`src/rtl/brs_pkg.sv`:
```
`timescale 1ns/1ps
// Shared types and helpers for the burst read sequencer.
// Assumes a 16-bit configuration word with the field layout given in the brief.
package brs_pkg;

    typedef enum logic [1:0] {PH_LAT, PH_DATA, PH_STALL} phase_e;

    typedef struct packed {
        logic       async_rd;
        logic [2:0] lat;
        logic       wait_hi;
        logic       hold2;
        logic       wait_early;
        logic       edge_rise;
        logic       no_wrap;
        logic [2:0] blen;
    } cfg_t;

    localparam logic [15:0] CFG_RESET = 16'hBFCF;

    // Split a configuration word into fields.
    function automatic cfg_t unpack_cfg(input logic [15:0] w);
        cfg_t c;
        c.async_rd   = w[15];
        c.lat        = w[13:11];
        c.wait_hi    = w[10];
        c.hold2      = w[9];
        c.wait_early = w[8];
        c.edge_rise  = w[6];
        c.no_wrap    = w[3];
        c.blen       = w[2:0];
        return c;
    endfunction

    // Rebuild the read-back word; fixed bits are forced.
    function automatic logic [15:0] pack_cfg(input cfg_t c);
        return {c.async_rd, 1'b0, c.lat, c.wait_hi, c.hold2, c.wait_early,
                1'b1, c.edge_rise, 2'b00, c.no_wrap, c.blen};
    endfunction

    function automatic logic lat_ok(input logic [2:0] l);
        return l >= 3'd2;
    endfunction

    function automatic logic blen_ok(input logic [2:0] b);
        return (b == 3'b001) || (b == 3'b010) || (b == 3'b011) || (b == 3'b111);
    endfunction

    // Low-bit mask of the wrap window; zero for continuous length.
    function automatic logic [4:0] win_mask(input logic [2:0] b);
        case (b)
            3'b001:  return 5'd3;
            3'b010:  return 5'd7;
            3'b011:  return 5'd15;
            default: return 5'd0;
        endcase
    endfunction

    // Array content for a word address.
    function automatic logic [15:0] word_of(input logic [15:0] a);
        return {a[15:8] ^ ~a[7:0], a[7:0]};
    endfunction

endpackage

```
`src/rtl/brs_cfg_reg.sv`:
```
`timescale 1ns/1ps
// Read configuration register.
// Holds the configuration fields, rejects whole writes with reserved latency
// or length codes, and presents a read-back word with fixed bits forced.
module brs_cfg_reg
    import brs_pkg::*;
(
    input  logic        clk,
    input  logic        rst_n,
    input  logic        we,
    input  logic [15:0] wdata,
    output logic [15:0] rdata,
    output logic        async_rd,
    output logic [2:0]  lat,
    output logic        wait_hi,
    output logic        hold2,
    output logic        wait_early,
    output logic        no_wrap,
    output logic [2:0]  blen
);
    cfg_t cfg_q;

    // Load legal writes only; a reserved code drops the whole write.
    always_ff @(posedge clk) begin
        if (!rst_n) begin
            cfg_q <= unpack_cfg(CFG_RESET);
        end else if (we && lat_ok(wdata[13:11]) && blen_ok(wdata[2:0])) begin
            cfg_q <= unpack_cfg(wdata);
        end
    end

    assign rdata      = pack_cfg(cfg_q);
    assign async_rd   = cfg_q.async_rd;
    assign lat        = cfg_q.lat;
    assign wait_hi    = cfg_q.wait_hi;
    assign hold2      = cfg_q.hold2;
    assign wait_early = cfg_q.wait_early;
    assign no_wrap    = cfg_q.no_wrap;
    assign blen       = cfg_q.blen;


    rsvd_lat_keep_chk: assert property (@(posedge clk) disable iff (!rst_n)
        (we && !lat_ok(wdata[13:11])) |=> $stable(rdata));


    rsvd_len_keep_chk: assert property (@(posedge clk) disable iff (!rst_n)
        (we && !blen_ok(wdata[2:0])) |=> $stable(rdata));


    lat_legal_chk: assert property (@(posedge clk) disable iff (!rst_n)
        lat_ok(cfg_q.lat) && blen_ok(cfg_q.blen));

endmodule

```
`src/rtl/brs_timing.sv`:
```
`timescale 1ns/1ps
// Burst timing engine.
// Counts latency, paces each word for one or two clocks, inserts the
// stall clocks after every fourth word, and produces the WAIT request.
// Assumes the configuration is not rewritten during a burst.
module brs_timing
    import brs_pkg::*;
#(
    parameter int AW = 16
) (
    input  logic          clk,
    input  logic          rst_n,
    input  logic          start,
    input  logic          stop,
    input  logic          sync_mode,
    input  logic [2:0]    lat,
    input  logic          hold2,
    input  logic          wait_early,
    output logic          primed,
    output logic          wait_req,
    output logic [AW-1:0] nidx
);
    localparam logic [AW-1:0] IDX_ONE = AW'(1);

    phase_e        phase, n_phase;
    logic          active;
    logic [2:0]    tcnt, n_t;
    logic          hcnt, n_h;
    logic [1:0]    scnt, n_s;
    logic [AW-1:0] idx, n_idx;
    logic [2:0]    stall_full;
    logic [1:0]    stall_len;

    // Stall length: L-4 for codes 5..7 with one-clock hold, else none.
    always_comb begin
        stall_full = lat - 3'd4;
        stall_len  = (!hold2 && lat >= 3'd5) ? stall_full[1:0] : 2'd0;
    end

    // Next-state of the burst, ignoring a new strobe.
    always_comb begin
        n_phase = phase;
        n_t     = tcnt;
        n_h     = hcnt;
        n_s     = scnt;
        n_idx   = idx;
        case (phase)
            PH_LAT: begin
                if (sync_mode && tcnt == lat - 3'd1) begin
                    n_phase = PH_DATA;
                    n_h     = 1'b0;
                end else if (tcnt != 3'd7) begin
                    n_t = tcnt + 3'd1;
                end
            end
            PH_DATA: begin
                if (hcnt == hold2) begin
                    n_idx = idx + IDX_ONE;
                    n_h   = 1'b0;
                    if (stall_len != 2'd0 && idx[1:0] == 2'b11) begin
                        n_phase = PH_STALL;
                        n_s     = 2'd0;
                    end
                end else begin
                    n_h = 1'b1;
                end
            end
            PH_STALL: begin
                if (scnt == stall_len - 2'd1) begin
                    n_phase = PH_DATA;
                    n_h     = 1'b0;
                end else begin
                    n_s = scnt + 2'd1;
                end
            end
            default: n_phase = PH_LAT;
        endcase
    end

    // Burst state: restart on strobe, stop on chip disable, else advance.
    always_ff @(posedge clk) begin
        if (!rst_n) begin
            active <= 1'b0;
            primed <= 1'b0;
            phase  <= PH_LAT;
            tcnt   <= 3'd0;
            hcnt   <= 1'b0;
            scnt   <= 2'd0;
            idx    <= '0;
        end else if (start) begin
            active <= 1'b1;
            primed <= 1'b0;
            phase  <= PH_LAT;
            tcnt   <= 3'd0;
            hcnt   <= 1'b0;
            scnt   <= 2'd0;
            idx    <= '0;
        end else if (stop) begin
            active <= 1'b0;
            primed <= 1'b0;
        end else if (active) begin
            primed <= 1'b1;
            phase  <= n_phase;
            tcnt   <= n_t;
            hcnt   <= n_h;
            scnt   <= n_s;
            idx    <= n_idx;
        end
    end

    assign nidx     = n_idx;
    assign wait_req = active && sync_mode &&
                      (wait_early ? (n_phase != PH_DATA) : (phase != PH_DATA));


    restart_chk: assert property (@(posedge clk) disable iff (!rst_n)
        start |=> (active && phase == PH_LAT && tcnt == 3'd0 && !primed));


    no_stall_hold2_chk: assert property (@(posedge clk) disable iff (!rst_n)
        (active && phase == PH_STALL) |-> (!hold2 && lat >= 3'd5));


    hold_two_chk: assert property (@(posedge clk) disable iff (!rst_n)
        (active && phase == PH_DATA && hold2 && !hcnt && !start && !stop)
        |=> (phase == PH_DATA && idx == $past(idx)));


    stop_ends_chk: assert property (@(posedge clk) disable iff (!rst_n)
        (stop && !start) |=> (!active && !primed));

endmodule

```
`src/rtl/brs_addr_gen.sv`:
```
`timescale 1ns/1ps
// Burst address generator.
// Captures the start address on the strobe and maps the next word index to
// an array address, either linear or wrapped inside a 4/8/16 word window.
module brs_addr_gen
    import brs_pkg::*;
#(
    parameter int AW = 16
) (
    input  logic          clk,
    input  logic          rst_n,
    input  logic          start,
    input  logic [AW-1:0] start_addr,
    input  logic [AW-1:0] nidx,
    input  logic          no_wrap,
    input  logic [2:0]    blen,
    output logic [AW-1:0] rd_addr
);
    logic [AW-1:0] start_q;
    logic [AW-1:0] mask;
    logic [AW-1:0] lin;
    logic          wrap_on;

    // Latch the start address of each bus cycle.
    always_ff @(posedge clk) begin
        if (!rst_n) begin
            start_q <= '0;
        end else if (start) begin
            start_q <= start_addr;
        end
    end

    // Pick linear or window-wrapped word address.
    always_comb begin
        mask    = {{(AW-5){1'b0}}, win_mask(blen)};
        wrap_on = !no_wrap && (blen != 3'b111);
        lin     = start_q + nidx;
        rd_addr = wrap_on ? ((start_q & ~mask) | (lin & mask)) : lin;
    end


    wrap_window_chk: assert property (@(posedge clk) disable iff (!rst_n)
        wrap_on |-> (((rd_addr ^ start_q) & ~mask) == '0));

endmodule

```
`src/rtl/brs_array.sv`:
```
`timescale 1ns/1ps
// Memory array model: registered lookup with a one-clock access delay.
// Content is computed from the address; assumes AW and DW are 16.
module brs_array
    import brs_pkg::*;
#(
    parameter int AW = 16,
    parameter int DW = 16
) (
    input  logic          clk,
    input  logic          rst_n,
    input  logic [AW-1:0] addr,
    output logic [DW-1:0] data
);
    // Register the looked-up word.
    always_ff @(posedge clk) begin
        if (!rst_n) begin
            data <= '0;
        end else begin
            data <= DW'(word_of(16'(addr)));
        end
    end
endmodule

```
`src/rtl/burst_read_seq.sv`:
```
`timescale 1ns/1ps
// Synchronous burst read sequencer, top level.
// Ties the configuration register, timing engine, address generator and
// array together and drives the bus enable and WAIT level.
// Assumes all inputs are synchronous to clk.
module burst_read_seq
    import brs_pkg::*;
#(
    parameter int AW = 16,
    parameter int DW = 16
) (
    input  logic          clk,
    input  logic          rst_n,
    input  logic          cfg_we,
    input  logic [15:0]   cfg_wdata,
    output logic [15:0]   cfg_rdata,
    input  logic          ce_n,
    input  logic          adv_n,
    input  logic [AW-1:0] addr_in,
    output logic [DW-1:0] data_out,
    output logic          data_oe,
    output logic          wait_out
);
    logic          async_rd, wait_hi, hold2, wait_early, no_wrap;
    logic [2:0]    lat, blen;
    logic          start, primed, wait_req;
    logic [AW-1:0] nidx, rd_addr;

    assign start = !ce_n && !adv_n;

    brs_cfg_reg u_cfg (
        .clk(clk), .rst_n(rst_n), .we(cfg_we), .wdata(cfg_wdata),
        .rdata(cfg_rdata), .async_rd(async_rd), .lat(lat), .wait_hi(wait_hi),
        .hold2(hold2), .wait_early(wait_early), .no_wrap(no_wrap), .blen(blen)
    );

    brs_timing #(.AW(AW)) u_tim (
        .clk(clk), .rst_n(rst_n), .start(start), .stop(ce_n),
        .sync_mode(!async_rd), .lat(lat), .hold2(hold2),
        .wait_early(wait_early), .primed(primed), .wait_req(wait_req),
        .nidx(nidx)
    );

    brs_addr_gen #(.AW(AW)) u_addr (
        .clk(clk), .rst_n(rst_n), .start(start), .start_addr(addr_in),
        .nidx(nidx), .no_wrap(no_wrap), .blen(blen), .rd_addr(rd_addr)
    );

    brs_array #(.AW(AW), .DW(DW)) u_arr (
        .clk(clk), .rst_n(rst_n), .addr(rd_addr), .data(data_out)
    );

    // Bus drive and WAIT level; chip disable takes effect at once.
    always_comb begin
        data_oe  = primed && !ce_n;
        wait_out = (wait_req && !ce_n) ? wait_hi : !wait_hi;
    end


    async_no_wait_chk: assert property (@(posedge clk) disable iff (!rst_n)
        async_rd |-> (wait_out == !wait_hi));

endmodule

```
`config.mk`:
```
export PLATFORM = sky130hd
export DESIGN_NAME = burst_read_seq
export DESIGN_NICKNAME = d
export VERILOG_FILES = /design/src/rtl/brs_pkg.sv /design/src/rtl/brs_cfg_reg.sv /design/src/rtl/brs_timing.sv /design/src/rtl/brs_addr_gen.sv /design/src/rtl/brs_array.sv /design/src/rtl/burst_read_seq.sv
export SDC_FILE = /design/constraint.sdc
export NUM_CORES = 1
export LEC_CHECK = 0
export ABC_AREA = 0
export BUFFER_PORTS_ARGS = -buffer_cell sky130_fd_sc_hd__buf_2
export CORE_ASPECT_RATIO = 2
export CORE_MARGIN = 2
export CORE_UTILIZATION = 61
export DETAILED_ROUTE_END_ITERATION = 8
export MAX_ROUTING_LAYER = met4
export PLACE_DENSITY_LB_ADDON = 0.12
export RECOVER_POWER = 50
export SLEW_MARGIN = 40
export SYNTH_ARGS = -nofsm -noshare
export SYNTH_HDL_FRONTEND = slang
export SYNTH_SLANG_ARGS = --single-unit
```
`constraint.sdc`:
```
create_clock -name clk -period 9.3 [get_ports clk]
set_input_delay 1.395 -clock clk [delete_from_list [all_inputs] [get_ports clk]]
set_output_delay 1.395 -clock clk [all_outputs]
set_load 0.02 [all_outputs]
```
After elaboration in Yosys (flattened, before gate mapping)
Index checks and enable logic that the tools add are counted.
{ "word_totals": {"output_inout_bits": 34, "register_bits": 70, "input_bits": 37} }
{ "classes": {"bitwise_logic": 9, "add_sub_neg": 7, "muxes": 22, "magnitude_cmp": 2, "eq_ne": 22, "n_reduce_logical": 31} }
{ "ops": {"columns": ["op", "n"], "rows": [
  ["$mux 16", 3],
  ["$add 16x1->16 const B", 1],
  ["$add 16x16->16", 1],
  ["$and 16x16->16", 1],
  ["$and 16x4->16", 1],
  ["$mux 2", 8],
  ["$not 4->16", 1],
  ["$or 16x16->16", 1],
  ["$eq 3x2->1 const B", 4],
  ["$ne 2x1->1 const B", 6],
  ["$pmux 4 s3", 1],
  ["$logic_and 1x1->1", 11],
  ["$reduce_and 5->1", 2],
  ["$not 8->8", 1],
  ["$xor 8x8->8", 1],
  ["$mux 1", 7],
  ["$eq 3x1->1 const B", 2],
  ["$logic_not 1->1", 6],
  ["$ne 3x3->1 const B", 2],
  ["$pmux 2 s3", 1],
  ["$reduce_and 6->1", 1],
  ["$reduce_bool 2->1", 3],
  ["$eq 2x2->1 const B", 2],
  ["$pmux 2 s2", 1],
  ["20 further kinds", 25]
]} }

Longest topological paths before layout
Gate-level depths: netlist of the first run.
{ "depth": {"depth_word": 13, "ltp_mapped": 15, "depth_no_buf": 13} }

Cells and area by module
Synthesis of the first run repeated with hierarchy kept, for this count alone.
{ "hier_totals": {"cells_unflattened": 524, "area_unflattened_um2": 4459.3} }
{ "modules_own_cells": {"columns": ["module", "cells_each", "instances", "area_per_inst_um2"], "rows": [
  ["brs_timing", 208, 1, 1702.9],
  ["brs_addr_gen", 194, 1, 1570.3],
  ["brs_cfg_reg", 76, 1, 651.9],
  ["brs_array", 41, 1, 501.7],
  ["burst_read_seq", 5, 1, 32.5]
]} }

Worst setup path before layout of the first run
Ideal clock, no wire load.
{ "synth_path": {"path_kind": "input port to output port", "from": "input port ce_n", "to": "output port wait_out", "path_buffers": 1, "slack_ns": 5.642, "t_arrival_ns": 2.263, "stages": 4, "path_cell_list": "nand2b_1 clkbuf_1 nor3_2 xnor2_1"} }
{ "synth_between": {"elab_chain_cells": 3} }
{ "synth_rtl": {"columns": ["element", "line", "source"], "rows": [
  ["start, declared", "burst_read_seq.sv:17", "input logic ce_n,"],
  ["$logic_not 1->1", "burst_read_seq.sv:56", "wait_out = (wait_req && !ce_n) ? wait_hi : !wait_hi;"],
  ["$logic_and 1x1->1", "burst_read_seq.sv:56", null],
  ["$mux 1", "burst_read_seq.sv:56", null],
  ["end, declared", "burst_read_seq.sv:22", "output logic wait_out"]
]} }
Every way passes these cells.

Worst setup path in the final report of the first run
{ "layout_path": {"from": "register u_cfg.cfg_q (netlist bit u_cfg.hold2)", "to": "output port wait_out"} }
{ "layout_between": {"elab_chain_cells": 13, "elab_cells_between_ends": 17, "cone_classes": "1 x add/sub; 3 x eq/ne; 7 x mux; 6 x reduce/logical"} }
{ "layout_rtl": {"columns": ["element", "line", "source"], "rows": [
  ["start, declared", "brs_cfg_reg.sv:21", "cfg_t cfg_q;"],
  ["start signal, assigned", "brs_cfg_reg.sv:26", "cfg_q <= unpack_cfg(CFG_RESET);"],
  ["start signal, assigned", "brs_cfg_reg.sv:28", "cfg_q <= unpack_cfg(wdata);"],
  ["branches (longest 7 deep; another with $sub 2x1->2)", null, null],
  ["$pmux 2 s3 *", "brs_timing.sv:47", "case (phase)"],
  ["$ne 2x1->1 *", "brs_timing.sv:113", "(wait_early ? (n_phase != PH_DATA) : (phase != PH_DATA));"],
  ["$mux 1 *", "brs_timing.sv:113", null],
  ["$logic_and 1x1->1 *", "brs_timing.sv:112", "assign wait_req = active && sync_mode &&"],
  ["$logic_and 1x1->1 *", "burst_read_seq.sv:56", null],
  ["$mux 1 *", "burst_read_seq.sv:56", null]
]} }
Every way passes the cells marked *.

==> metrics.md, run 1 <==
| Metric | Value |
|---|---|
| DRT iter0 DRCs | `165` |
| Placed insts | `roughly 640` |
| Layout cells sized above 1 | `0.1312` |
| Initial Util | `0.6274` |
| ANT nets after route | `0` |
| Async SR Flop Fraction | `0` |
| Post-synth top flop | `dfxtp_1` |
| Drt first pass iters | `4` |
| RSZ-0062 raised after global routing | `no` |
| Synth Instances | `509` |
| VDD IR max | `~0.15 mV` |
| Cell at the slowest stage of the critical path | `dfxtp_1` |
| Setup-failing EPs final | `0` |
| Largest family of logic cells by synthesized area | `simple AND/OR/NAND/NOR gates` |
| Max clock buf depth | `2` |
| Hold Slack | `476.4 ps` |
| Largest net degree at the start of global routing | `27` |
| Clk sinks | `70` |
| Crit path cell chain | `nand3b_1 -> ha_1 -> xnor2_1 -> nor3_1 -> a21oi_1 -> a21oi_1 -> nor3_2 -> xnor2_1 -> buf_2` |
| Seq cells post-synth | `70` |
| Routed WL | `about 10000 µm` |
| Post-synthesis simple-gate area fraction | `0.2492` |
| Post-CTS Hold Buffers | `0` |
| HP Class | `flop to flop` |
| Synth cell types | `65` |
| Htree depth | `3` |
| Global-route wire length before repair | `about 16,000 µm` |
| Synthesis-to-finish area growth | `14.69%` |
| Layout Nets | `617` |
| Number of flops mapped to enable cells by yosys | `0` |
| GRT Util Overall | `0.2810` |
| Rel. slew slack | `0.1844` |
| Post-CTS Setup Bufs | `0` |
| CORE AREA | `0.006569 mm²` |
| Post_cts resized | `0` |
| Number of I/O port buffers | `between 60 and 70` |
| Clock Latency Late Sink | `340 ps` |
| Critical path's largest stage delay | `around 380 ps` |
| Die W | `62.12 µm` |
| Leakage | `between 0.002 and 0.0025 µW` |
| Crit path max-delay family | `simple AND/OR/NAND/NOR gates` |
| Worst Path Required | `7910 ps` |
| Initial antenna violation count | `0` |
| Worst Setup End Kind | `output port` |
| Final Non-Filler Cells | `652` |
| Fmax | `0.2540 GHz` |
| Die ar. | `0.007470 mm²` |
| CTS buffer count | `9` |
| TNS Setup | `0 ps` |
| XOR/XNOR Fraction of Synth Area | `0.09684` |
| Worst Setup Path Type | `flop to output port` |
| Status | `complete, no violations` |
| Clk_skew | `5.000 ps` |
| PD cells | `170.1 mW/mm²` |
| Worst-path fanout max | `7` |
| Post-Syn Area per Cell | `8.097 µm²` |
| Final GP Congestion | `0.9300` |
| DRC | `0` |
| Synthesized area | `0.004121 mm²` |
| Post-DR wirelength/cell | `15.02 µm` |
| Clock Tree Root | `clkbuf_16` |
| Clock slew at reported path FFs | `60 ps` |
| Vias in the first global route | `3,659` |
| Row count | `42` |
| Post-synthesis sequential area ratio | `0.3400` |
| Util after Layout | `0.7196` |
| Final period utilization | `0.4233` |
| Die Y-Extent | `120.2 µm` |
| HPWL after DPL | `7332 µm` |
| Mux cell area share after synthesis | `0.02823` |
| Worst EP arrival | `2540 ps` |
| Routed vias | `3,728` |
| Total gr overflow | `0` |
| Max-Cap Viols | `0` |
| Slew @ Worst Pin | `approximately 1200 ps` |
| Crit path time final | `3937 ps` |
| Worst Path Buf+Inv | `1` |
| Syn. warnings | `0` |
| I/O pin total | `71` |
| Post-Synth Adder-Cell Area | `0.07043` |
| Compound-Gate Fraction of Synth Area | `0.1658` |
| Final Hold Fails | `0` |
| Startpoint Class | `flop` |
| TritonCTS clock tree | `yes` |
| Antenna diodes | `0` |
| Slew Limit Fails | `0` |
| Routed vias/inst | `around 5.7` |
## through the flow
step	total power (µW)	setup slack [ps]	instance area (µm²)
2_1_floorplan	390.3	5642	4129
3_3_place_gp	412.9	5424	4413
3_5_place_dp	415.4	5407	4413
4_1_cts	810.6	5340	4758
5_1_grt	832.0	5098	4727
6_report	804.2	5363	4727
## power breakdown
group / total [µW] / internal [µW] / switching (µW)
clock network: 397 / 263 / 134
registers: 323 / 313 / 10.2
logic: 84.4 / 31.0 / 53.4
## cell type report
type	instances	area, µm²
Fill cell	574	1842
Tap cell	88	110.1
Multi-Input combinational cell	403	2531
Clock buffer	9	225.2
Sequential cell	70	1401
Inverter	10	37.54
Clock inverter	7	120.1
Timing Repair Buffer	65	301.5
## cells in the final DEF, fill, tap and decap left out, types with 3 or more instances in the layout
cell type	Yosys	routed
nand2_1	76	76
dfxtp_1	70	70
nor2_1	50	50
a21oi_1	46	46
buf_2	4	37
clkbuf_1	12	25
xor2_1	22	22
xnor2_1	21	21
ha_1	20	20
nand3_1	19	19
o21ai_0	18	19
or3_1	10	10
inv_1	9	9
clkbuf_16	0	9
and3_1	6	6
nor2b_1	6	6
nor3_1	6	6
mux2i_1	6	6
a21o_1	6	6
and2_1	7	6
a211oi_1	6	6
nand2b_1	4	4
o211ai_1	4	4
conb_1	2	4
mux2_2	3	3
and4_1	3	3
nor3_2	3	3
o22ai_1	3	3
or4_1	3	3
nor3b_1	3	3
a22oi_1	3	3
bufinv_16	0	3
buf_4	11	3
## synthesized netlist by cell type, types with 3 or more instances
cell type  number  area share
dfxtp_1        70        0.34
buf_4          11       0.020
and3_1          6      0.0091
a211oi_1        6       0.011
a22oi_1         3      0.0055
xor2_1         22       0.047
o21ai_0        18       0.022
o22ai_1         3      0.0046
nand2_1        76       0.069
nor3_2          3      0.0073
nor2_1         50       0.046
o211ai_1        4      0.0073
buf_2           4      0.0049
mux2_2          3      0.0082
or3_1          10       0.015
ha_1           20       0.061
and2_1          7       0.011
nand2b_1        4      0.0061
inv_1           9      0.0082
or4_1           3      0.0055
and4_1          3      0.0064
mux2i_1         6       0.015
a21oi_1        46       0.056
xnor2_1        21       0.045
nor2b_1         6      0.0091
nor3_1          6      0.0073
a21o_1          6       0.011
nor3b_1         3      0.0055
clkbuf_1       12       0.011
nand3_1        19       0.023
## logic make-up (layout without fill, tap and decap cells)
logic type,count (synthesis),count (layout)
xor gates and xnor gates,44,44
muxes,11,11
other,2,4
AOI/OAI and AO/OA,109,109
adders and majority gates,23,23
DFF,70,70
and+or+nand+nor,212,212
buffers and inverters,38,91
## state kept, by name (all words and copies together) (netlist names)
| signal | count |
|---|---|
| u_addr.start_q | 16 |
| u_arr.data | 16 |
| u_cfg.async_rd | 1 |
| u_cfg.blen | 3 |
| u_cfg.hold2 | 1 |
| u_cfg.lat | 3 |
| u_cfg.no_wrap | 1 |
| u_cfg.rdata | 1 |
| u_cfg.wait_early | 1 |
| u_cfg.wait_hi | 1 |
| u_tim.active | 1 |
| u_tim.hcnt | 1 |
| u_tim.idx | 16 |
| u_tim.phase | 2 |
| u_tim.primed | 1 |
| u_tim.scnt | 2 |
| u_tim.tcnt | 3 |
## metal layers
metal	global-route usage	wire (µm)
met1	0.2566	3580
met2	0.5401	5553
met3	0.05860	290
met4	0.1403	366
met5	-	0
## worst min-delay path: stages (launching register included)
cell     delay (ps)
dfxtp_1         310
nand2_1          50
nand3_1          60
## path summary, 6_finish.rpt
kind | startpoint | endpoint | slack, ps | depth (start not counted)
worst max-delay path | u_cfg.hold2 | wait_out | 5360 | 9
worst min register to register | u_cfg.rdata[6] | u_cfg.rdata[6] | 480 | 2
worst max register to register | u_cfg.hold2 | u_arr.data[11] | 5750 | 13
worst min-delay path | u_cfg.rdata[6] | u_cfg.rdata[6] | 480 | 2
Note: power is estimated with default switching activity, not from simulation.
==> inputs of run 2 (changes only) <==
- ABC_AREA: 0 -> 1
- CORE_UTILIZATION: 61 -> 57
- clock period: 9.3 -> 3.8 ns (I/O delays scaled with it)
==> run 2 against run 1 <==
Final cell count is 20% higher. Register-to-register slack worse by 5200 ps. Non-clock buffer count is 1 higher. Largest power group unchanged. Critical path depth is 11 higher. Via count is 11% higher. Final area is 1.7% higher. First-iteration DRC count is 3.6% higher. Critical endpoint is now u_arr.data[10]. Die area is 9.2% higher. Clock skew is 5.3 ps higher. Sequential power grew to 2.5 times the previous value.
==> metrics.md, run 2 <==
| Metric | Value |
|---|---|
| Status | `complete, no violations (unchanged)` |
| Post-CTS Setup Bufs | `0 (unchanged)` |
| Area leader, netlist | `dfxtp_1 (unchanged)` |
| Initial Util | `0.5855 (was 0.6274)` |
| Worst Path Required | `4020 ps (was 7910 ps)` |
| Hold Slack | `441.6 ps (was 476.4 ps)` |
| Flop pwr share | `0.414 (was 0.401)` |
| Die W | `64.86 µm (was 62.12 µm)` |
| Antenna diodes | `0 (unchanged)` |
| Clk sinks | `70 (unchanged)` |
| Slew Limit Fails | `0 (unchanged)` |
| DRC | `0 (unchanged)` |
| GRT Util Overall | `0.3045 (was 0.2810)` |
| Largest net degree at the start of global routing | `37 (was 27)` |
| RSZ-0062 raised after global routing | `no (unchanged)` |
| Max-Cap Viols | `0 (unchanged)` |
| Max clock buf depth | `2 (unchanged)` |
| Routed vias/inst | `5.315 (was 5.718)` |
| Clk_skew | `10.26 ps (was 5.000 ps)` |
| Rel. slew slack | `0.4354 (was 0.1844)` |
| Post-synthesis simple-gate area fraction | `0.2806 (was 0.2492)` |
| TNS Setup | `0 ps (unchanged)` |
| Final GP Congestion | `0.9098 (was 0.9300)` |
| ANT nets after route | `0 (unchanged)` |
| Post-synthesis sequential area ratio | `0.3319 (was 0.3400)` |
| Clock Tree Root | `clkbuf_16 (unchanged)` |
| Setup-failing EPs final | `0 (unchanged)` |
| HPWL after DPL | `9194 µm (was 7332 µm)` |
| Synth Instances | `628 (was 509)` |
| Compound-Gate Fraction of Synth Area | `0.1609 (was 0.1658)` |
| Initial antenna violation count | `0 (unchanged)` |
| Critical path's largest stage delay | `380 ps (about the same)` |
| Synthesis-to-finish area growth | `13.84% (was 14.69%)` |
| Clock share of power | `0.424 (was 0.494)` |
| Count leader, synth | `nand2_1 (unchanged)` |
| Post-CTS Hold Buffers | `0 (unchanged)` |
| Post_cts resized | `0 (unchanged)` |
| Number of flops mapped to enable cells by yosys | `0 (unchanged)` |
| Sw Pwr | `586.1 µW (was 197.6 µW)` |
| Most frequent cells in the layout | `nand2_1 (136), inv_1 (95), dfxtp_1 (70), nor2_1 (54), o21ai_0 (53) (was nand2_1 (76), dfxtp_1 (70), nor2_1 (50), a21oi_1 (46), buf_2 (37))` |
| Clock slew at reported path FFs | `60 ps (about the same)` |
| XOR/XNOR Fraction of Synth Area | `0.03733 (was 0.09684)` |
| Share of the synthesized area in the top cell type | `0.3319 (was 0.3400)` |
| Die Y-Extent | `125.7 µm (was 120.2 µm)` |
| Synth cell types | `44 (was 65)` |
| Proportion of power drawn by combinational gates | `0.163 (was 0.105)` |
| Syn. warnings | `0 (unchanged)` |
| CORE AREA | `0.007212 mm² (was 0.006569 mm²)` |
| Synth area leaders | `dfxtp_1 (33%), nand2_1 (12%), inv_1 (8.4%) (was dfxtp_1 (34%), nand2_1 (6.9%), ha_1 (6.1%))` |
| Crit path time final | `about 3300 ps` |
| Cell repeated most along the worst path | `nand2_1` |
| Clock Latency Late Sink | `330 ps (was 340 ps)` |
| HP Class | `input pin to flop (was flop to flop)` |
| Mux cell area share after synthesis | `0.004741 (was 0.02823)` |
| Worst-path fanout max | `7 (unchanged)` |
| VDD IR max | `0.3357 mV (was 0.1519 mV)` |
| Seq cells post-synth | `70 (unchanged)` |
| Global-route wire length before repair | `18,560 µm (was 16,060 µm)` |
| Most instantiated cells after synthesis | `nand2_1 (136), inv_1 (95), dfxtp_1 (70), nor2_1 (53), o21ai_0 (52) (was nand2_1 (76), dfxtp_1 (70), nor2_1 (50), a21oi_1 (46), xor2_1 (22))` |
| Vias in the first global route | `4,120 (was 3,659)` |
| Number of I/O port buffers | `62 (unchanged)` |
| PD cells | `413.1 mW/mm² (was 170.1 mW/mm²)` |
| Post-DR wirelength/cell | `14.71 µm (was 15.02 µm)` |
| Fin area | `0.004807 mm² (was 0.004727 mm²)` |
| DRT iter0 DRCs | `171 (was 165)` |
| Leakage | `0.002414 µW (was 0.002068 µW)` |
| Cell at the slowest stage of the critical path | `dfxtp_1 (unchanged)` |
| Final Hold Fails | `0 (unchanged)` |
| Fmax | `0.3065 GHz` |
| Routed vias | `4,146 (was 3,728)` |
| Slew @ Worst Pin | `845.9 ps (was 1223 ps)` |
| Synthesized area | `0.004223 mm² (was 0.004121 mm²)` |
| Util after Layout | `0.6666 (was 0.7196)` |
| Routed WL | `11,470 µm (was 9790 µm)` |
| Post-Syn Area per Cell | `6.724 µm² (was 8.097 µm²)` |
| Row count | `44 (was 42)` |
| Setup ws final | `537.8 ps (was 5363 ps)` |
| Pre-CTS setup slack | `580.5 ps (was 5407 ps)` |
| Final period utilization | `0.8585` |
| Internal cell power | `1400 µW (was 606.7 µW)` |
| Startpoint Class | `flop (unchanged)` |
| Crit path cell chain | `inv_1 -> nand2_1 -> nand3_4 -> nor3_2 -> nand3_1 -> xor2_1 -> inv_1 -> ha_1 -> a21oi_1 -> nor2_1 -> nor2_1 -> o21ai_1 -> nand2_1 -> nand2_1 -> nand2_1 -> nand3_1 -> nand2_1 -> nand2_1 -> nand2_1 -> inv_1 (was nand3b_1 -> ha_1 -> xnor2_1 -> nor3_1 -> a21oi_1 -> a21oi_1 -> nor3_2 -> xnor2_1 -> buf_2)` |
| Worst Setup Path Type | `flop to flop (was flop to output port)` |
| Die ar. | `0.008155 mm² (was 0.007470 mm²)` |
| Switching Share | `0.2951 (was 0.2457)` |
| Post-Synth Adder-Cell Area | `0.06400 (was 0.07043)` |
| I/O pin total | `71 (unchanged)` |
| Layout Nets | `741 (was 617)` |
| Biggest regs | `u_addr.start_q x16, u_arr.data x16, u_tim.idx x16 (unchanged)` |
| Async SR Flop Fraction | `0 (unchanged)` |
| Worst Setup End Kind | `flop (was output port)` |
| Commonest non-fill, non-tap cell in the layout | `nand2_1 (unchanged)` |
| Total gr overflow | `0 (unchanged)` |
| Drt first pass iters | `4 (unchanged)` |
| Post-synth top flop | `dfxtp_1 (unchanged)` |
| Worst EP arrival | `3490 ps (was 2540 ps)` |
| Layout cells sized above 1 | `0.1017 (was 0.1312)` |
| Htree depth | `3 (unchanged)` |
| CTS buffer count | `9 (unchanged)` |
| Area after DPL | `0.004552 mm² (was 0.004413 mm²)` |
| Largest family of logic cells by synthesized area | `simple AND/OR/NAND/NOR gates (unchanged)` |
| TritonCTS clock tree | `yes (unchanged)` |
run 2: changes by cell type after synthesis, sizes merged, moves of 10 or more:
cell   previous run  this run
inv               9        97
nand2            76       139
xnor2            21         1
or3              10         0
o21ai            21        58
nand3            19        46
run 2: layout make-up:
cell class,instances,area [µm²]
well taps,92,115.1
multi-input cells,438,2325
inverters,98,367.9
repair buffers,66,299.0
clock buffers,9,225.2
fillers,688,2405
clock inverters,7,73.82
flip-flops and latches,70,1401
run 2: worst paths after layout:
check | from | endpoint | slack [ps] | depth (start not counted)
setup / recovery | u_cfg.hold2 | u_arr.data[10] | 540 | 20
hold / removal | cfg_wdata[8] | u_cfg.wait_early | 440 | 3
hold reg to reg | u_addr.start_q[15] | u_addr.start_q[15] | 470 | 2
setup reg to reg | u_cfg.hold2 | u_arr.data[10] | 540 | 20
run 2: per-stage QoR:
step                power (µW)  cells
finish                    1986    780
global route              2069    780
CTS                       2006    780
detailed placement        1170    764
global placement          1161    764
floorplan                 1066    630
run 2: cell families (layout without fill, tap and decap cells):
family	Yosys count	after routing
and+or+nand+nor	267	267
AOI/OAI and AO/OA	126	126
buffers and inverters	122	180
DFF	70	70
adders and majority gates	21	21
xor gates and xnor gates	18	18
other	2	4
muxes	2	2
run 2: per-layer routing:
layer	routed length, µm	part of all wire	vias up	global-route usage
li1	-	-	2121	-
met1	4063	0.35	1896	0.2740
met2	6396	0.56	89	0.5682
met3	314	0.027	40	0.04911
met4	696	0.061	0	0.1852
met5	0	0	-	-
run 2: power by group through the flow:
stage,Sequential [µW],Clock [µW],Combinational (µW)
global route,828,878,363
global placement,835,0,326
finish,822,842,323
detailed placement,837,0,334
floorplan,865,0,200
CTS,821,850,335
run 2: worst max-delay path, delay by kind of cell (launching register included):
family / cells / cell delay (ps)
AND/OR/NAND/NOR: 13 / 1450
AO/OA/AOI/OAI: 2 / 480
flip-flops: 1 / 380
adder cells (fa/ha/maj): 1 / 360
buffers and inverters: 3 / 260
XOR/XNOR: 1 / 210
==> inputs of run 3 (changes only) <==
- CORE_UTILIZATION: 57 -> 61
- clock period: 3.8 -> 4.1 ns (I/O delays scaled with it)
==> run 3 against run 2 <==
Core utilization increased by 5.0 points. Sequential power decreased by 7.3%. Via count increased by 1.1%. Total power decreased by 8.8%. Clock-buffer cell count increased by 2. Global-route usage increased by 1.4 points. Die area decreased by 6.3%. Clock power decreased by 11%. Sequential share of layout area increased by 0.14 points. Highest routed layer unchanged.
==> metrics.md, run 3 (synthesis gave the netlist of run 2 again) <==
| Metric | Value |
|---|---|
| Biggest regs | `u_addr.start_q x16, u_arr.data x16, u_tim.idx x16 (unchanged)` |
| Cell at the slowest stage of the critical path | `ha_1 (was dfxtp_1)` |
| HP Start | `cfg_wdata[6] (was cfg_wdata[8])` |
| Most frequent cells in the layout | `nand2_1 (136), inv_1 (95), dfxtp_1 (70), nor2_1 (54), o21ai_0 (53) (unchanged)` |
| Clk_skew | `7.715 ps (was 10.26 ps)` |
| Final Hold Fails | `0 (unchanged)` |
| Post-DR wirelength/cell | `14.51 µm (was 14.71 µm)` |
| Multi-input logic area | `0.002325 mm² (unchanged)` |
| I/O pin total | `71 (unchanged)` |
| Final GP Congestion | `0.9705 (was 0.9098)` |
| CORE AREA | `0.006674 mm² (was 0.007212 mm²)` |
| Flop2flop setup slack | `930 ps (was 540 ps)` |
| Post_cts resized | `0 (unchanged)` |
| TNS Setup | `0 ps (unchanged)` |
| Slew Limit Fails | `0 (unchanged)` |
| HPWL after DPL | `8541 µm (was 9194 µm)` |
| Die ar. | `0.007644 mm² (was 0.008155 mm²)` |
| Hold Path Depth | `3 (unchanged)` |
| Initial Util | `0.6327 (was 0.5855)` |
| Flop pwr share | `0.421 (was 0.414)` |
| Die W | `62.83 µm (was 64.86 µm)` |
| Layout cells sized above 1 | `0.09621 (was 0.1017)` |
| RSZ-0062 raised after global routing | `no (unchanged)` |
| Die Y-Extent | `121.7 µm (was 125.7 µm)` |
| Post-CTS Hold Buffers | `0 (unchanged)` |
| Worst reg-to-reg path cell count | `20 (unchanged)` |
| Clk sinks | `70 (unchanged)` |
| Routed WL | `11,230 µm (was 11,470 µm)` |
| Clock Latency Late Sink | `340 ps (was 330 ps)` |
| Fill cells | `614 (was 688)` |
| Number of I/O port buffers | `62 (unchanged)` |
| Worst Setup End Kind | `flop (unchanged)` |
| GRT Util Overall | `0.3187 (was 0.3045)` |
| HP Class | `input pin to flop (unchanged)` |
| Worst Setup Path Type | `flop to flop (unchanged)` |
| Synthesis-to-finish area growth | `13.30% (was 13.84%)` |
| Worst EP arrival | `3410 ps (was 3490 ps)` |
| Row count | `42 (was 44)` |
| Largest net degree at the start of global routing | `37 (unchanged)` |
| Final Power | `1811 µW (was 1986 µW)` |
| Crit path time final | `3175 ps (was 3262 ps)` |
| ANT nets after route | `0 (unchanged)` |
| Vias in the first global route | `4,103 (was 4,120)` |
| DRT iter0 DRCs | `225 (was 171)` |
| Total gr overflow | `0 (unchanged)` |
| Routed vias/inst | `5.416 (was 5.315)` |
| VDD IR max | `0.3479 mV (was 0.3357 mV)` |
| RR Endpoint | `u_arr.data[10] (unchanged)` |
| Clock Tree Root | `clkbuf_16 (unchanged)` |
| Initial antenna violation count | `0 (unchanged)` |
| Crit path cell chain | `inv_1 -> nand2_1 -> nand3_4 -> nor3_2 -> nand3_1 -> xor2_1 -> inv_1 -> ha_1 -> a21oi_1 -> nor2_1 -> nor2_1 -> o21ai_1 -> nand2_1 -> nand2_1 -> nand2_1 -> nand3_1 -> nand2_1 -> nand2_1 -> nand2_1 -> inv_1 (unchanged)` |
| Worst Path Required | `4340 ps (was 4020 ps)` |
| Fmax | `0.3150 GHz (was 0.3065 GHz)` |
| Post-CTS Setup Bufs | `0 (unchanged)` |
| Leakage | `0.002406 µW (was 0.002414 µW)` |
| Storage cell area | `0.001401 mm² (unchanged)` |
| Rel. slew slack | `0.4738 (was 0.4354)` |
| Critical path's largest stage delay | `370 ps (was 380 ps)` |
| Max clock buf depth | `2 (unchanged)` |
| Sw Pwr | `509.9 µW (was 586.1 µW)` |
| Startpoint Class | `flop (unchanged)` |
| Internal cell power | `1301 µW (was 1400 µW)` |
| R2R Path Start | `u_cfg.hold2 (unchanged)` |
| CTS buffer count | `9 (unchanged)` |
| Worst Path Buf+Inv | `3 (unchanged)` |
| Htree depth | `3 (unchanged)` |
| Cell repeated most along the worst path | `nand2_1 (unchanged)` |
| Clock share of power | `0.415 (was 0.424)` |
| Slew @ Worst Pin | `788.4 ps (was 845.9 ps)` |
| End point of the worst hold path | `u_cfg.rdata[6] (was u_cfg.wait_early)` |
| Status | `complete, no violations (unchanged)` |
| Worst-path fanout max | `7 (unchanged)` |
| Setup-failing EPs final | `0 (unchanged)` |
| Routed vias | `4,192 (was 4,146)` |
| PD cells | `378.5 mW/mm² (was 413.1 mW/mm²)` |
| Layout Nets | `742 (was 741)` |
| Antenna diodes | `0 (unchanged)` |
| Drt first pass iters | `4 (unchanged)` |
| Max-Cap Viols | `0 (unchanged)` |
| Final period utilization | `0.7743 (was 0.8585)` |
| Switching Share | `0.2815 (was 0.2951)` |
| Clock slew at reported path FFs | `50 ps (was 60 ps)` |
| Global-route wire length before repair | `18,330 µm (was 18,560 µm)` |
| TritonCTS clock tree | `yes (unchanged)` |
| DRC | `0 (unchanged)` |
| Crit path max-delay family | `simple AND/OR/NAND/NOR gates (unchanged)` |
| Proportion of power drawn by combinational gates | `0.164 (was 0.163)` |
| Commonest non-fill, non-tap cell in the layout | `nand2_1 (unchanged)` |
-- run 3: changes by cell type in the layout (fill, tap and decap cells not counted) --
cell | before | now
clkinv_4 | 2 | 0
clkinv_2 | 2 | 1
clkbuf_1 | 31 | 33
inv_6 | 1 | 0
clkinvlp_4 | 1 | 0
clkbuf_8 | 0 | 1
-- run 3: stage by stage --
stage          utilization  hold slack, ps  area, µm²  std cells  worst slack (ps)
2_1_floorplan            -           443.4       4230        630              1568
3_3_place_gp        0.6824           460.1       4554        761              1094
3_5_place_dp        0.6824           460.2       4554        761              1011
4_1_cts             0.7240           475.5       4832        774              1005
5_1_grt             0.7169           487.7       4785        774             601.6
6_report            0.7169           474.9       4785        774             925.5
-- run 3: tightest hold or removal path, stage by stage --
cell and delay (ps):
buf_2 80, nand2_1 40, nand3_1 50
-- run 3: worst max path at each step --
| stage | from | to | slack (ps) | cells past startpoint |
|---|---|---|---|---|
| final | u_cfg.hold2 | u_arr.data[10] | 930 | 20 |
| after global routing | u_cfg.hold2 | u_arr.data[10] | 600 | 20 |
| after CTS | u_cfg.hold2 | u_arr.data[10] | 1000 | 20 |
| after detailed placement | u_tim.phase[0] | u_arr.data[10] | 1010 | 20 |
| after global placement | u_tim.phase[0] | u_arr.data[10] | 1090 | 20 |
| after floorplan | u_tim.phase[0] | u_arr.data[15] | 1570 | 20 |
-- run 3: final cells by class --
type | instances | area share
well taps | 88 | 0.02301
repair buffers | 67 | 0.06328
flip-flops and latches | 70 | 0.2929
multi-input cells | 438 | 0.4859
clock buffers | 11 | 0.05073
inverters | 98 | 0.07688
clock inverters | 2 | 0.007322
-- run 3: power by group through the flow --
stage | sequential [µW] | clock (µW) | combinational [µW]
floorplan | 802 | 0 | 186
global placement | 773 | 0 | 297
detailed placement | 774 | 0 | 305
CTS | 760 | 756 | 307
global route | 766 | 785 | 330
finish | 762 | 752 | 297
-- run 3: layer usage --
| layer | track usage | vias up | wire (µm) |
|---|---|---|---|
| met1 | 0.2813 | 1934 | 4002 |
| met2 | 0.6129 | 102 | 6343 |
| met4 | 0.1847 | 0 | 468 |
| li1 | - | 2121 | - |
| met3 | 0.06279 | 35 | 418 |
| met5 | - | - | 0 |
